--- config.mk ---
export PLATFORM = sky130hd
export DESIGN_NAME = ecc_memctl
export DESIGN_NICKNAME = d
export VERILOG_FILES = /design/src/rtl/ecc_pkg.sv /design/src/rtl/ecc_enc.sv /design/src/rtl/ecc_dec.sv /design/src/rtl/ecc_bmerge.sv /design/src/rtl/ecc_memctl.sv
export SDC_FILE = /design/constraint.sdc
export NUM_CORES = 1
export LEC_CHECK = 0
export BUFFER_PORTS_ARGS = -buffer_cell sky130_fd_sc_hd__buf_2
export CELL_PAD_IN_SITES_DETAIL_PLACEMENT = 1
export CELL_PAD_IN_SITES_GLOBAL_PLACEMENT = 2
export CORE_AREA = 2 2 200 202
export DETAILED_ROUTE_END_ITERATION = 7
export DIE_AREA = 0 0 202 204
export GPL_TIMING_DRIVEN = 0
export PLACE_DENSITY = 0.89
export SYNTH_ARGS = -nofsm -noshare
export SYNTH_HDL_FRONTEND = slang
export SYNTH_HIERARCHICAL = 1
export SYNTH_SLANG_ARGS = --single-unit
--- constraint.sdc ---
create_clock -name clk -period 11.69 [get_ports clk]
set_input_delay 1.169 -clock clk [delete_from_list [all_inputs] [get_ports clk]]
set_output_delay 1.169 -clock clk [all_outputs]
set_load 0.005 [all_outputs]
--- src/rtl/ecc_pkg.sv ---
package ecc_pkg;

   typedef enum logic [1:0] {
      ST_IDLE,
      ST_RD,
      ST_MRG,
      ST_WB
   } ctl_st_e;

   function automatic int popc(input logic [15:0] x);
      int n;
      n = 0;
      for (int b = 0; b < 16; b++) n += int'(x[b]);
      return n;
   endfunction

   // number of odd-weight (>=3) vectors of width cw
   function automatic int odd_cols(input int cw);
      int n;
      n = 0;
      for (int v = 0; v < (1 << cw); v++) begin
         if (popc(v[15:0]) >= 3 && popc(v[15:0]) % 2 == 1) n++;
      end
      return n;
   endfunction

   // column idx of the parity-check matrix: weight ascending, value ascending
   function automatic logic [15:0] hcol(input int idx, input int cw);
      int n;
      n = 0;
      for (int w = 3; w <= cw; w += 2) begin
         for (int v = 0; v < (1 << cw); v++) begin
            if (popc(v[15:0]) == w) begin
               if (n == idx) return v[15:0];
               n++;
            end
         end
      end
      return '0;
   endfunction

endpackage

--- src/rtl/ecc_enc.sv ---
module ecc_enc #(
   parameter int DW = 64,
   parameter int CW = 8
) (
   input  logic [DW-1:0] d,
   output logic [CW-1:0] c
);
   localparam int NCOL = ecc_pkg::odd_cols(CW);

   if (CW > 16 || CW < 4) begin : g_bad_cw
      $error("ecc_enc: CW out of range");
   end
   if (NCOL < DW) begin : g_bad_dw
      $error("ecc_enc: too few odd-weight columns for DW");
   end

   logic [CW-1:0] col [DW];

   for (genvar i = 0; i < DW; i++) begin : g_col
      localparam logic [15:0] CV = ecc_pkg::hcol(i, CW);
      assign col[i] = CV[CW-1:0];
   end

   always_comb begin
      c = '0;
      for (int i = 0; i < DW; i++) c ^= col[i] & {CW{d[i]}};
   end
endmodule

--- src/rtl/ecc_dec.sv ---
module ecc_dec #(
   parameter int DW = 64,
   parameter int CW = 8
) (
   input  logic [DW+CW-1:0] word,
   input  logic             en,
   output logic [DW-1:0]    dout,
   output logic             single,
   output logic             multi
);
   logic [CW-1:0] cgen, syn;
   logic [DW-1:0] hit_d;
   logic [CW-1:0] hit_c;

   ecc_enc #(.DW(DW), .CW(CW)) u_enc (
      .d (word[DW-1:0]),
      .c (cgen)
   );

   assign syn = cgen ^ word[DW+CW-1:DW];

   for (genvar i = 0; i < DW; i++) begin : g_hd
      localparam logic [15:0] CV = ecc_pkg::hcol(i, CW);
      assign hit_d[i] = (syn == CV[CW-1:0]);
   end

   for (genvar j = 0; j < CW; j++) begin : g_hc
      localparam logic [CW-1:0] UV = CW'(1) << j;
      assign hit_c[j] = (syn == UV);
   end

   assign single = en & ((|hit_d) | (|hit_c));
   assign multi  = en & (syn != '0) & ~(|hit_d) & ~(|hit_c);
   assign dout   = en ? (word[DW-1:0] ^ hit_d) : word[DW-1:0];
endmodule

--- src/rtl/ecc_bmerge.sv ---
module ecc_bmerge #(
   parameter int DW = 64
) (
   input  logic [DW-1:0]   old_d,
   input  logic [DW-1:0]   new_d,
   input  logic [DW/8-1:0] be,
   output logic [DW-1:0]   out_d
);
   localparam int BW = DW / 8;

   if (DW % 8 != 0) begin : g_bad_dw
      $error("ecc_bmerge: DW must be a multiple of 8");
   end

   for (genvar b = 0; b < BW; b++) begin : g_byte
      assign out_d[b*8 +: 8] = be[b] ? new_d[b*8 +: 8] : old_d[b*8 +: 8];
   end
endmodule

--- src/rtl/ecc_memctl.sv ---
module ecc_memctl #(
   parameter int ADDR_W = 16,
   parameter int ROW_W  = 4,
   parameter int DW     = 64,
   parameter int CW     = 8
) (
   input  logic                clk,
   input  logic                rst_n,
   input  logic                ecc_en,
   input  logic                req_valid,
   output logic                req_ready,
   input  logic                req_write,
   input  logic [ADDR_W-1:0]   req_addr,
   input  logic [DW/8-1:0]     req_be,
   input  logic [DW-1:0]       req_wdata,
   output logic                rsp_valid,
   output logic [DW-1:0]       rsp_rdata,
   output logic                rsp_uncorr,
   output logic                mem_req,
   output logic                mem_we,
   output logic [ADDR_W-1:0]   mem_addr,
   output logic [DW/8:0]       mem_be,
   output logic [DW+CW-1:0]    mem_wdata,
   input  logic [DW+CW-1:0]    mem_rdata,
   output logic                evt_valid,
   output logic                evt_multi,
   output logic [ROW_W-1:0]    evt_row
);
   import ecc_pkg::*;

   localparam int BW = DW / 8;
   localparam int MW = DW + CW;

   if (DW % 8 != 0) begin : g_bad_dw
      $error("ecc_memctl: DW must be a multiple of 8");
   end
   if (ROW_W < 1 || ROW_W > ADDR_W) begin : g_bad_row
      $error("ecc_memctl: ROW_W out of range");
   end

   ctl_st_e           st_q;
   logic [ADDR_W-1:0] addr_q;
   logic [DW-1:0]     wdata_q;
   logic [BW-1:0]     be_q;
   logic              en_q;
   logic [MW-1:0]     wb_q;

   logic [DW-1:0]     fix_d, mrg_d, enc_in;
   logic [CW-1:0]     enc_c;
   logic              err_s, err_m;
   logic              acc, rmw_need;

   assign req_ready = (st_q == ST_IDLE);
   assign acc       = req_valid & req_ready;
   assign rmw_need  = ecc_en & ~(&req_be);

   ecc_dec #(.DW(DW), .CW(CW)) u_dec (
      .word   (mem_rdata),
      .en     (en_q),
      .dout   (fix_d),
      .single (err_s),
      .multi  (err_m)
   );

   ecc_bmerge #(.DW(DW)) u_mrg (
      .old_d (fix_d),
      .new_d (wdata_q),
      .be    (be_q),
      .out_d (mrg_d)
   );

   // one encoder shared by the direct-write, merge and scrub paths
   always_comb begin
      case (st_q)
         ST_MRG:  enc_in = mrg_d;
         ST_RD:   enc_in = fix_d;
         default: enc_in = req_wdata;
      endcase
   end

   ecc_enc #(.DW(DW), .CW(CW)) u_enc (
      .d (enc_in),
      .c (enc_c)
   );

   // memory port
   always_comb begin
      mem_req   = 1'b0;
      mem_we    = 1'b0;
      mem_addr  = req_addr;
      mem_be    = '0;
      mem_wdata = {enc_c, req_wdata};
      case (st_q)
         ST_IDLE: begin
            if (req_valid) begin
               mem_req = 1'b1;
               if (req_write && !rmw_need) begin
                  mem_we = 1'b1;
                  mem_be = ecc_en ? '1 : {1'b0, req_be};
               end
            end
         end
         ST_WB: begin
            mem_req   = 1'b1;
            mem_we    = 1'b1;
            mem_addr  = addr_q;
            mem_be    = '1;
            mem_wdata = wb_q;
         end
         default: ;
      endcase
   end

   always_ff @(posedge clk or negedge rst_n) begin
      if (!rst_n) begin
         st_q    <= ST_IDLE;
         addr_q  <= '0;
         wdata_q <= '0;
         be_q    <= '0;
         en_q    <= 1'b0;
         wb_q    <= '0;
      end else begin
         case (st_q)
            ST_IDLE: begin
               if (acc) begin
                  addr_q  <= req_addr;
                  wdata_q <= req_wdata;
                  be_q    <= req_be;
                  en_q    <= ecc_en;
                  if (!req_write)    st_q <= ST_RD;
                  else if (rmw_need) st_q <= ST_MRG;
               end
            end
            ST_RD: begin
               wb_q <= {enc_c, fix_d};
               st_q <= err_s ? ST_WB : ST_IDLE;
            end
            ST_MRG: begin
               wb_q <= {enc_c, mrg_d};
               st_q <= err_m ? ST_IDLE : ST_WB;
            end
            default: st_q <= ST_IDLE;
         endcase
      end
   end

   assign rsp_valid  = (st_q == ST_RD);
   assign rsp_rdata  = fix_d;
   assign rsp_uncorr = (st_q == ST_RD) & err_m;
   assign evt_valid  = ((st_q == ST_RD) | (st_q == ST_MRG)) & (err_s | err_m);
   assign evt_multi  = err_m;
   assign evt_row    = addr_q[ADDR_W-1 -: ROW_W];

   AST_FULL_WR_NOW: assert property (@(posedge clk) disable iff (!rst_n)
      (acc && req_write && ecc_en && (&req_be)) |-> (mem_req && mem_we && (&mem_be)));
   AST_RMW_READ_FIRST: assert property (@(posedge clk) disable iff (!rst_n)
      (acc && req_write && rmw_need) |-> (mem_req && !mem_we));
   AST_RMW_STALL: assert property (@(posedge clk) disable iff (!rst_n)
      (acc && req_write && rmw_need) |=> (!req_ready && !mem_req));
   AST_RD_RSP_NEXT: assert property (@(posedge clk) disable iff (!rst_n)
      (acc && !req_write) |=> rsp_valid);
   AST_SCRUB_FOLLOWS: assert property (@(posedge clk) disable iff (!rst_n)
      (rsp_valid && evt_valid && !evt_multi) |=> (mem_req && mem_we && (&mem_be)));
   AST_NO_WB_UNCORR: assert property (@(posedge clk) disable iff (!rst_n)
      (evt_valid && evt_multi) |=> req_ready);
   AST_UNCORR_EVT: assert property (@(posedge clk) disable iff (!rst_n)
      rsp_uncorr |-> (evt_valid && evt_multi));
   AST_OFF_QUIET: assert property (@(posedge clk) disable iff (!rst_n)
      evt_valid |-> en_q);
endmodule

==> out/qor.csv <==
metric,value,unit
core area,39200,µm²
num rows,73,
number of I/O pins,337,
Root Buffer,clkbuf_16,
"Seq/Total Area, Yosys",0.286,
die footprint,41200,µm²
die width,202,µm
Routed Antenna Nets,0,
"Clk Latency, worst-skew pair",470,ps
Mapped Cells,1374,
Die H,204,µm
"most common cell after layout, fill and taps aside",buf_2,
WS Path Type,input port to primary output,
most frequent cells in the layout,"buf_2 (357), nor2_1 (210), mux2_2 (184)",
initial DRC count,767,
layout cells sized above 1,0.387,
clock-pin slew on the worst setup and hold paths,70,ps
period utilisation layout,0.742,
"Top FF cell, synth",dfrtp_1,
Setup Buffers After CTS,0,
filler instances,4528,
largest net degree at the start of global routing,84,
worst reg2reg path startpoint,st_q[1]$_DFFE_PN0P_,
ys async rst share,1.00,
post-DR wirelength/cell,25.5,µm
Via density,5.41,
drt pass-1 iters,5,
Worst Path Arrival,7510,ps
worst setup path start,mem_rdata[62],
global route overflow,0,
post-route setup slack,3010,ps
Hold WC Path Type,register to register,
final count of hold timing violations,0,
Slew headroom,0.182,
hold path startpoint,addr_q[5]$_DFFE_PN0P_,
first-pass GRT wire length,85200,µm
Post-layout nets,1898,
setup_tns,0,ps
detailed placer's ending HPWL,47900,µm
gpl congestion,0.885,
Vias,12279,
total CTS buffers,17,
Register Area,4080,µm²
Synth Area per Inst,10.4,µm²
Layout area overhead,21.0,%
Worst Tran Pin Value,1230,ps
Global Route Usage Sum,0.281,
post-cts sizing count,0,
Final Critical Period,8680,ps
vias in the first global route,12857,
number of port buffers,335,
CTS Hold Bufs,0,
final setup fails,0,
initial antenna violation count,4,
H-tree level count,4,
Critical Path Sink Type,primary output,
DP Worst Slack,3110,ps
clk sinks,163,
Post-synth EDFFs,0,
RSZ-0062 raised after global routing,no,
CTS tree,built,
Setup Skew,11.2,ps
area occupied by multi-input gates,9710,µm²
Max-Cap Viols,0,
outcome,"finished, final reports clean",
CTS max path bufs,2,
Synth warnings,6,
worst path required time,10520,ps
CP Max Fanout,9,
design area,17300,µm²
Netlist Area Pre-Place,14300,µm²
Netlist cell types,49,
max-slew violation count,0,
syn_nets,1543,
DRC viols,0,
Critical Path Start Type,input port,
DP Area,16600,µm²
Yosys reg bits,163,
maximum clock frequency,115,MHz
overall routed net length,57800,µm
starting density of the core,0.364,
[critical path, stage by stage]
cell and delay [ps]:
buf_2 200, xor2_1 290, xnor3_1 530, xnor2_1 170, xnor2_1 450, xor2_1 210
nor2_2 480, nand2_1 460, nor2_1 240, xor2_1 610, mux2_4 290, a22oi_1 60
a21oi_1 440, xnor2_1 260, xnor3_1 510, xor2_2 220, xnor3_1 460, mux2_2 310
buf_2 140
[per-stage QoR]
stage               hold WS, ps  instances   util
floorplan                   448       1374      -
global placement            464       2234  0.423
detailed placement          493       2235  0.424
CTS                         509       2267  0.440
global route                524       2268  0.440
finish                      506       2270  0.440
[layout make-up]
| class | instances | area share |
|---|---|---|
| Antenna cell | 3 | 0.000435 |
| Buffer | 88 | 0.0256 |
| Clock buffer | 19 | 0.0263 |
| Clock inverter | 13 | 0.00972 |
| Inverter | 6 | 0.00131 |
| Multi-Input combinational cell | 1117 | 0.563 |
| Sequential cell | 163 | 0.236 |
| Tap cell | 525 | 0.0381 |
| Timing Repair Buffer | 336 | 0.0994 |
[state kept, by name, summed over array words and instances, names as in the netlist]
signal   cells
st_q         2
wdata_q     64
addr_q      16
be_q         8
wb_q        72
en_q         1
[logic make-up (layout without fill, tap and decap cells)]
logic type / count (synthesis) / count (layout) / share of synthesized area
XOR/XNOR: 303 / 303 / 0.247
multiplexers: 312 / 312 / 0.258
AND/OR/NAND/NOR: 271 / 271 / 0.0765
flip-flops: 163 / 163 / 0.286
buffers and inverters: 94 / 462 / 0.0326
adder cells (fa/ha/maj): 4 / 4 / 0.00351
other: 0 / 3 / 0
AO/OA/AOI/OAI: 227 / 227 / 0.0966
[cells in the mapped netlist, types with 9 or more instances]
cell type	number	share of area
buf_2	23	0.0081
mux2_2	184	0.15
dfrtp_1	163	0.29
clkbuf_1	50	0.013
mux2_4	64	0.067
nand3_1	15	0.0053
nor2_1	210	0.055
xor2_1	89	0.055
a22oi_1	65	0.034
xnor2_1	146	0.090
xnor2_2	9	0.010
mux2i_1	64	0.045
a21oi_1	131	0.046
nand2_1	27	0.0071
xnor3_1	52	0.082
buf_6	9	0.0071
[metal layers]
layer | vias to the layer above | wire length, µm | part of all wire | global-route usage
met4 | 2 | 1520 | 0.026 | 0.0924
met3 | 72 | 3040 | 0.053 | 0.0437
met1 | 6308 | 25900 | 0.45 | 0.378
li1 | 5516 | - | - | -
met5 | - | 14 | 0.00024 | 0
met2 | 381 | 27400 | 0.47 | 0.464
[final timing paths]
kind                       slack [ps]  cells past startpoint                     to
setup / recovery                 3010                     19          mem_wdata[66]
hold / removal                    510                      1  addr_q[5]$_DFFE_PN0P_
setup reg to reg                 6590                     12   wb_q[69]$_DFFE_PN0N_
hold reg to reg                   510                      1  addr_q[5]$_DFFE_PN0P_
max in group asynchronous       10160                      2    be_q[7]$_DFFE_PN0P_
min in group asynchronous         650                      1   wb_q[31]$_DFFE_PN0N_
Power is left out: the tool's default activity adds up to more than one toggle a clock period on the data nets, which glitch-free logic cannot reach.
